File: src/rtl/waypred_pkg.sv
package waypred_pkg;
  typedef enum logic [1:0] {
    ST_IDLE   = 2'd0,
    ST_PROBE1 = 2'd1,
    ST_PROBE2 = 2'd2,
    ST_FILL   = 2'd3
  } look_state_t;

  // way to refill: the alternate way if empty, else the LRU way
  function automatic logic pick_victim(input logic pred_way,
                                       input logic alt_valid,
                                       input logic lru_way);
    return alt_valid ? lru_way : ~pred_way;
  endfunction
endpackage

File: src/rtl/waypred_pred_table.sv
module waypred_pred_table #(
  parameter int SETS  = 8,
  parameter int IDX_W = $clog2(SETS)
) (
  input  logic             clk,
  input  logic             rst_n,
  input  logic [IDX_W-1:0] rd_idx,
  output logic             pred_way,
  output logic             lru_way,
  input  logic             upd_en,
  input  logic [IDX_W-1:0] upd_idx,
  input  logic             upd_way,
  input  logic             touch_en,
  input  logic [IDX_W-1:0] touch_idx,
  input  logic             touch_way
);
  logic [SETS-1:0] pred_q;
  logic [SETS-1:0] lru_q;

  assign pred_way = pred_q[rd_idx];
  assign lru_way  = lru_q[rd_idx];

  always_ff @(posedge clk) begin
    if (!rst_n) begin
      pred_q <= '0;
      lru_q  <= '0;
    end else begin
      if (upd_en)   pred_q[upd_idx]   <= upd_way;
      if (touch_en) lru_q[touch_idx]  <= ~touch_way;
    end
  end
endmodule

File: src/rtl/waypred_way_store.sv
module waypred_way_store #(
  parameter int SETS   = 8,
  parameter int IDX_W  = $clog2(SETS),
  parameter int TAG_W  = 5,
  parameter int DATA_W = 16
) (
  input  logic              clk,
  input  logic              rst_n,
  input  logic [IDX_W-1:0]  rd_idx,
  output logic              rd_valid,
  output logic [TAG_W-1:0]  rd_tag,
  output logic [DATA_W-1:0] rd_data,
  input  logic              wr_en,
  input  logic [IDX_W-1:0]  wr_idx,
  input  logic [TAG_W-1:0]  wr_tag,
  input  logic [DATA_W-1:0] wr_data
);
  logic [SETS-1:0]   valid_q;
  logic [TAG_W-1:0]  tag_q  [SETS];
  logic [DATA_W-1:0] data_q [SETS];

  assign rd_valid = valid_q[rd_idx];
  assign rd_tag   = tag_q[rd_idx];
  assign rd_data  = data_q[rd_idx];

  always_ff @(posedge clk) begin
    if (!rst_n) valid_q <= '0;
    else if (wr_en) valid_q[wr_idx] <= 1'b1;
  end

  always_ff @(posedge clk) begin
    if (wr_en) begin
      tag_q[wr_idx]  <= wr_tag;
      data_q[wr_idx] <= wr_data;
    end
  end
endmodule

File: src/rtl/waypred_cache.sv
module waypred_cache
  import waypred_pkg::*;
#(
  parameter int ADDR_W = 8,
  parameter int DATA_W = 16,
  parameter int SETS   = 8
) (
  input  logic              clk,
  input  logic              rst_n,
  input  logic              req_valid,
  input  logic [ADDR_W-1:0] req_addr,
  output logic              req_ready,
  output logic              rsp_valid,
  output logic [DATA_W-1:0] rsp_data,
  output logic              rsp_slow,
  output logic              rsp_miss,
  output logic              fill_req_valid,
  output logic [ADDR_W-1:0] fill_req_addr,
  input  logic              fill_rsp_valid,
  input  logic [DATA_W-1:0] fill_rsp_data
);
  localparam int IDX_W = $clog2(SETS);
  localparam int TAG_W = ADDR_W - IDX_W;

  function automatic logic [IDX_W-1:0] idx_of(input logic [ADDR_W-1:0] a);
    return a[IDX_W-1:0];
  endfunction

  function automatic logic [TAG_W-1:0] tag_of(input logic [ADDR_W-1:0] a);
    return a[ADDR_W-1:IDX_W];
  endfunction

  look_state_t       state_q;
  logic [ADDR_W-1:0] addr_q;
  logic              victim_q;

  logic [IDX_W-1:0]  cur_idx;
  logic [TAG_W-1:0]  cur_tag;
  logic              pred_way, lru_way, probe_way;
  logic [1:0]        way_valid;
  logic [TAG_W-1:0]  way_tag  [2];
  logic [DATA_W-1:0] way_data [2];
  logic [1:0]        way_wr;

  // named internal events
  logic accept, probe_hit, fast_hit, slow_hit, fill_done, both_miss;

  assign cur_idx   = idx_of(addr_q);
  assign cur_tag   = tag_of(addr_q);
  assign probe_way = (state_q == ST_PROBE2) ? ~pred_way : pred_way;
  assign probe_hit = way_valid[probe_way] && (way_tag[probe_way] == cur_tag);
  assign fast_hit  = (state_q == ST_PROBE1) && probe_hit;
  assign slow_hit  = (state_q == ST_PROBE2) && probe_hit;
  assign both_miss = (state_q == ST_PROBE2) && !probe_hit;
  assign fill_done = (state_q == ST_FILL) && fill_rsp_valid;

  assign rsp_valid = fast_hit || slow_hit || fill_done;
  assign rsp_data  = fill_done ? fill_rsp_data : way_data[probe_way];
  assign rsp_slow  = slow_hit;
  assign rsp_miss  = fill_done;
  assign req_ready = (state_q == ST_IDLE) || rsp_valid;
  assign accept    = req_valid && req_ready;

  assign fill_req_valid = (state_q == ST_FILL);
  assign fill_req_addr  = addr_q;

  always_ff @(posedge clk) begin
    if (!rst_n) begin
      state_q  <= ST_IDLE;
      addr_q   <= '0;
      victim_q <= 1'b0;
    end else begin
      if (accept) begin
        state_q <= ST_PROBE1;
        addr_q  <= req_addr;
      end else if (rsp_valid) begin
        state_q <= ST_IDLE;
      end else if (state_q == ST_PROBE1) begin
        state_q <= ST_PROBE2;
      end else if (both_miss) begin
        state_q  <= ST_FILL;
        victim_q <= pick_victim(pred_way, way_valid[~pred_way], lru_way);
      end
    end
  end

  waypred_pred_table #(.SETS(SETS), .IDX_W(IDX_W)) pred_i (
    .clk       (clk),
    .rst_n     (rst_n),
    .rd_idx    (cur_idx),
    .pred_way  (pred_way),
    .lru_way   (lru_way),
    .upd_en    (slow_hit || fill_done),
    .upd_idx   (cur_idx),
    .upd_way   (fill_done ? victim_q : probe_way),
    .touch_en  (rsp_valid),
    .touch_idx (cur_idx),
    .touch_way (fill_done ? victim_q : probe_way)
  );

  for (genvar w = 0; w < 2; w++) begin : g_way
    assign way_wr[w] = fill_done && (victim_q == 1'(w));
    waypred_way_store #(
      .SETS(SETS), .IDX_W(IDX_W), .TAG_W(TAG_W), .DATA_W(DATA_W)
    ) store_i (
      .clk      (clk),
      .rst_n    (rst_n),
      .rd_idx   (cur_idx),
      .rd_valid (way_valid[w]),
      .rd_tag   (way_tag[w]),
      .rd_data  (way_data[w]),
      .wr_en    (way_wr[w]),
      .wr_idx   (cur_idx),
      .wr_tag   (cur_tag),
      .wr_data  (fill_rsp_data)
    );
  end

  // a fast response comes only one cycle after an acceptance
  p_fast_latency_r3: assert property (@(posedge clk) disable iff (!rst_n)
    (rsp_valid && !rsp_slow && !rsp_miss) |-> $past(accept));

  // a slow response comes two cycles after acceptance, none in between
  p_slow_latency_r4: assert property (@(posedge clk) disable iff (!rst_n)
    rsp_slow |-> ($past(accept, 2) && !$past(accept)));

  // refill request and its address hold until the data returns
  p_fill_hold_r5: assert property (@(posedge clk) disable iff (!rst_n)
    (fill_req_valid && !fill_rsp_valid) |=> (fill_req_valid && $stable(fill_req_addr)));

  // no request is taken while a refill is outstanding
  p_busy_blocks_r8: assert property (@(posedge clk) disable iff (!rst_n)
    (fill_req_valid && !fill_rsp_valid) |-> !req_ready);

  // every response cycle also offers acceptance
  p_ready_on_rsp_r10: assert property (@(posedge clk) disable iff (!rst_n)
    rsp_valid |-> req_ready);
endmodule

File: config.mk
export PLATFORM = sky130hd
export DESIGN_NAME = waypred_cache
export DESIGN_NICKNAME = d
export VERILOG_FILES = /design/src/rtl/waypred_pkg.sv /design/src/rtl/waypred_pred_table.sv /design/src/rtl/waypred_way_store.sv /design/src/rtl/waypred_cache.sv
export SDC_FILE = /design/constraint.sdc
export NUM_CORES = 1
export LEC_CHECK = 0
export ABC_AREA = 1
export CAP_MARGIN = 20
export CORE_MARGIN = 8
export CORE_UTILIZATION = 50
export CTS_CLUSTER_SIZE = 30
export DETAILED_ROUTE_END_ITERATION = 8
export DONT_BUFFER_PORTS = 1
export SLEW_MARGIN = 10
export SYNTH_ARGS = -nofsm -noshare
export SYNTH_HDL_FRONTEND = slang
export SYNTH_HIERARCHICAL = 1
export SYNTH_SLANG_ARGS = --single-unit
File: constraint.sdc
create_clock -name clk -period 4.1 [get_ports clk]
set_input_delay 0.615 -clock clk [delete_from_list [all_inputs] [get_ports clk]]
set_output_delay 0.615 -clock clk [all_outputs]
set_load 0.02 [all_outputs]
==> load_flow_metrics.sql <==
INSERT INTO impl_metrics (metric_group, metric, value, unit) VALUES
('pwr', 'p_seq_share', '46.7', '%'),
('hold_path', 'worst_hold_path_class', 'in -> reg', ''),
('setup_path', 'startpoint_type_of_the_worst_setup_path', 'flip-flop', ''),
('setup_path', 'worst_path_max_delay_cell', 'sky130_fd_sc_hd__dfxtp_4', ''),
('pwr', 'net_switching_share_of_the_total_power', '26.75', '%'),
('timing', 'relSlewSlack', '31.64', '%'),
('synthesis', 'syn_nets', '1993', ''),
('global_routing', 'grt_pass1_wl', '68240', 'um'),
('status', 'status', 'finished clean', ''),
('pwr', 'internal_power', '6.698', 'mW'),
('finish', 'drive_gt1_share', '7.413', '%'),
('global_routing', 'grt_antenna_before_repair', '0', ''),
('setup_path', 'origin_of_the_critical_flop_to_flop_path', 'fill_req_addr[0]', ''),
('pwr', 'switching_power', '2.446', 'mW'),
('floorplan', 'die_width', '203.8', 'um'),
('setup_path', 'timing.critical_path.cells', 'inv_4, nand2_1, nand3_1, nand2_1, nand2_1, nand2_1, inv_1, nand2_4, nand2_4, nand2_1, nand2_1, nand2_1, nand2_1, nor2_4, nand3_1, nor2_1, buf_4', ''),
('setup_path', 'critical_path_required', '3.48', 'ns'),
('timing', 'hold_viol', '0', ''),
('finish', 'fillCellCount', '3090', ''),
('setup_path', 'setup.worst_path.start', 'fill_req_addr[0]', ''),
('synthesis', 'postSynthRegisterBits', '379', ''),
('timing', 'grt_setup_unrepaired', 'false', ''),
('timing', 'tightest_slew', '1.025', 'ns'),
('floorplan', 'die-area', '0.04153', 'mm2'),
('global_routing', 'total_congestion_overflow', '0', ''),
('placement', 'placed_area', '0.01813', 'mm2'),
('clock_network', 'cts.sinks', '379', ''),
('finish', 'final_nets', '2006', ''),
('timing', 'finalClockSkew', '0.01676', 'ns'),
('detailed_routing', 'routed_wl', '43970', 'um'),
('pwr', 'power.share.combinational', '14.3', '%'),
('synthesis', 'yosys.cell_types.count', '29', ''),
('detailed_routing', 'drc', '0', ''),
('job', 'timing.max_cap.violations', '0', ''),
('setup_path', 'crit_path_frequent_cell', 'sky130_fd_sc_hd__nand2_1', ''),
('finish', 'post-route-cell-area', '0.01942', 'mm2'),
('floorplan', 'pin_count', '57', ''),
('pwr', 'power.clock.fraction', '38.9', '%'),
('detailed_routing', 'drt-initial-drc-count', '843', ''),
('placement', 'routabilityCongestion', '0.7995', ''),
('clock_network', 'htreeDepth', '2', ''),
('floorplan', 'fp.dieH', '203.8', 'um'),
('placement', 'placement.io_buffers', '0', ''),
('timing', 'maxClockFrequency', '259.8', 'MHz'),
('setup_path', 'critPathKind', 'reg -> out', ''),
('setup_path', 'crit_path_max_cell_delay', '0.51', 'ns'),
('finish', 'insertedDiodeCount', '0', ''),
('clock_network', 'post_cts_hold_buffer_count', '0', ''),
('synthesis', 'share_of_synthesized_area_occupied_by_flip_flops_and_latches', '62.11', '%'),
('floorplan', 'initial_core_util', '50.92', '%'),
('clock_network', 'worstSkewPairLatency', '0.54', 'ns'),
('finish', 'postLayoutCoreUtil', '56.08', '%'),
('timing', 'timing.final.setup_violations', '0', ''),
('detailed_routing', 'route.vias.total', '12450', ''),
('pwr', 'power.leakage', '8.947', 'nW'),
('hold_path', 'hp-start', 'fill_rsp_data[15]', ''),
('floorplan', 'floorplan.rows', '68', ''),
('global_routing', 'grt_max_degree', '81', ''),
('detailed_routing', 'wl_per_cell', '17.84', 'um'),
('global_routing', 'grt_pass1_vias', '11940', ''),
('clock_network', 'clock_tree.buffer_depth', '3', ''),
('synthesis', 'yosys_warnings', '6', ''),
('clock_network', 'numCtsBuffers', '41', ''),
('clock_network', 'tritoncts', 'yes', ''),
('clock_network', 'clockRootBuffer', 'sky130_fd_sc_hd__clkbuf_16', ''),
('floorplan', 'placeableCoreArea', '0.03463', 'mm2'),
('detailed_routing', 'route.antenna.remaining_nets', '0', ''),
('pwr', 'power.ir.vdd_worst', '280.2', 'uV'),
('synthesis', 'syn-cell-area', '0.01763', 'mm2'),
('synthesis', 'synthesis.area_per_instance', '8.973', 'um2'),
('global_routing', 'gr-usage-all-layers', '21.21', '%');
-- flip-flops by register name, indices dropped and copies added, names as in the netlist --
register               count
fill_req_addr              8
state_q                    2
pred_i/pred_q              8
victim_q                   1
pred_i/lru_q               8
g_way.store_i/valid_q     16
g_way.store_i/tag_q       80
g_way.store_i/data_q     256
-- metal layers --
layer  part of all wire [%]  vias to the layer above  global-route usage (%)
met5                      0                        -                       0
met4                    2.6                        0                   6.449
met3                    6.8                       71                   4.808
met2                     47                      346                   35.39
met1                     43                     5933                   27.27
li1                       -                     6097                       -
-- power groups by stage --
| stage | registers [mW] | clock network (mW) | logic, mW |
|---|---|---|---|
| 2_1_floorplan | 4.37 | 0 | 0.940 |
| 3_3_place_gp | 4.35 | 0 | 1.30 |
| 3_5_place_dp | 4.35 | 0 | 1.32 |
| 4_1_cts | 4.27 | 3.63 | 1.32 |
| 5_1_grt | 4.28 | 3.77 | 1.45 |
| 6_report | 4.27 | 3.56 | 1.31 |
-- layout by cell type (no fill, tap or decap), types with 16 or more instances in the layout --
cell type	Yosys	layout
sky130_fd_sc_hd__clkbuf_1	16	16
sky130_fd_sc_hd__nor2_1	65	62
sky130_fd_sc_hd__a21oi_1	62	62
sky130_fd_sc_hd__buf_4	8	45
sky130_fd_sc_hd__dfxtp_1	43	40
sky130_fd_sc_hd__edfxtp_1	336	336
sky130_fd_sc_hd__nand2_1	678	678
sky130_fd_sc_hd__nand3_1	210	210
sky130_fd_sc_hd__inv_1	434	434
sky130_fd_sc_hd__clkbuf_16	0	43
-- worst paths after layout --
path,depth (start not counted),slack (ns),endpoint
setup / recovery,17,0.25,rsp_slow
hold / removal,0,0.17,g_way[0].store_i/data_q[0][15]
setup reg to reg,21,0.82,pred_i/pred_q[0]
hold reg to reg,2,0.45,g_way[0].store_i/valid_q[3]
-- metrics by stage --
stage | hold slack, ns | power [mW] | cells | worst slack (ns)
after floorplan | 0.4354 | 5.312 | 1965 | 0.9235
after global placement | 0.4436 | 5.657 | 2390 | 0.8118
after detailed placement | 0.4463 | 5.671 | 2390 | 0.8153
after CTS | 0.1466 | 9.223 | 2465 | 0.2201
after global routing | 0.1396 | 9.501 | 2465 | 0.01527
final | 0.1665 | 9.144 | 2465 | 0.2509
-- cell families (layout without fill, tap and decap cells) --
family          Yosys count  count (layout)  synth area share (%)
simple gates            982             982                 23.25
buf+inv                 519             564                 12.04
flops                   379             379                 62.11
compound gates           85              85                 2.597
-- synth_stat cells (all sizes together) --
cell | n | share of area [%]
o21ai | 14 | 0.40
inv | 442 | 9.4
a22oi | 1 | 0.043
clkbuf | 16 | 0.34
dfxtp | 43 | 4.9
nand2 | 690 | 15
a21oi | 70 | 2.2
edfxtp | 336 | 57
nand3b | 1 | 0.043
nor2 | 74 | 1.8
nand4 | 1 | 0.12
buf | 61 | 2.3
nor3 | 1 | 0.028
nand3 | 215 | 6.3
-- cell type report --
| class | count | area, um2 | area share (%) |
|---|---|---|---|
| clock buffers | 62 | 1177 | 6.062 |
| clock inverters | 13 | 111.4 | 0.5734 |
| inverters | 442 | 1662 | 8.556 |
| multi-input cells | 1067 | 4571 | 23.53 |
| flip-flops and latches | 379 | 10960 | 56.44 |
| well taps | 455 | 569.3 | 2.931 |
| repair buffers | 47 | 369.1 | 1.901 |
-- worst max-delay path: cells and delay by family (launching register included) --
kind	cells	cell delay [ns]
buf+inv	3	0.44
flops	1	0.51
simple gates	14	1.73
Note: power is estimated with default switching activity, not from simulation.
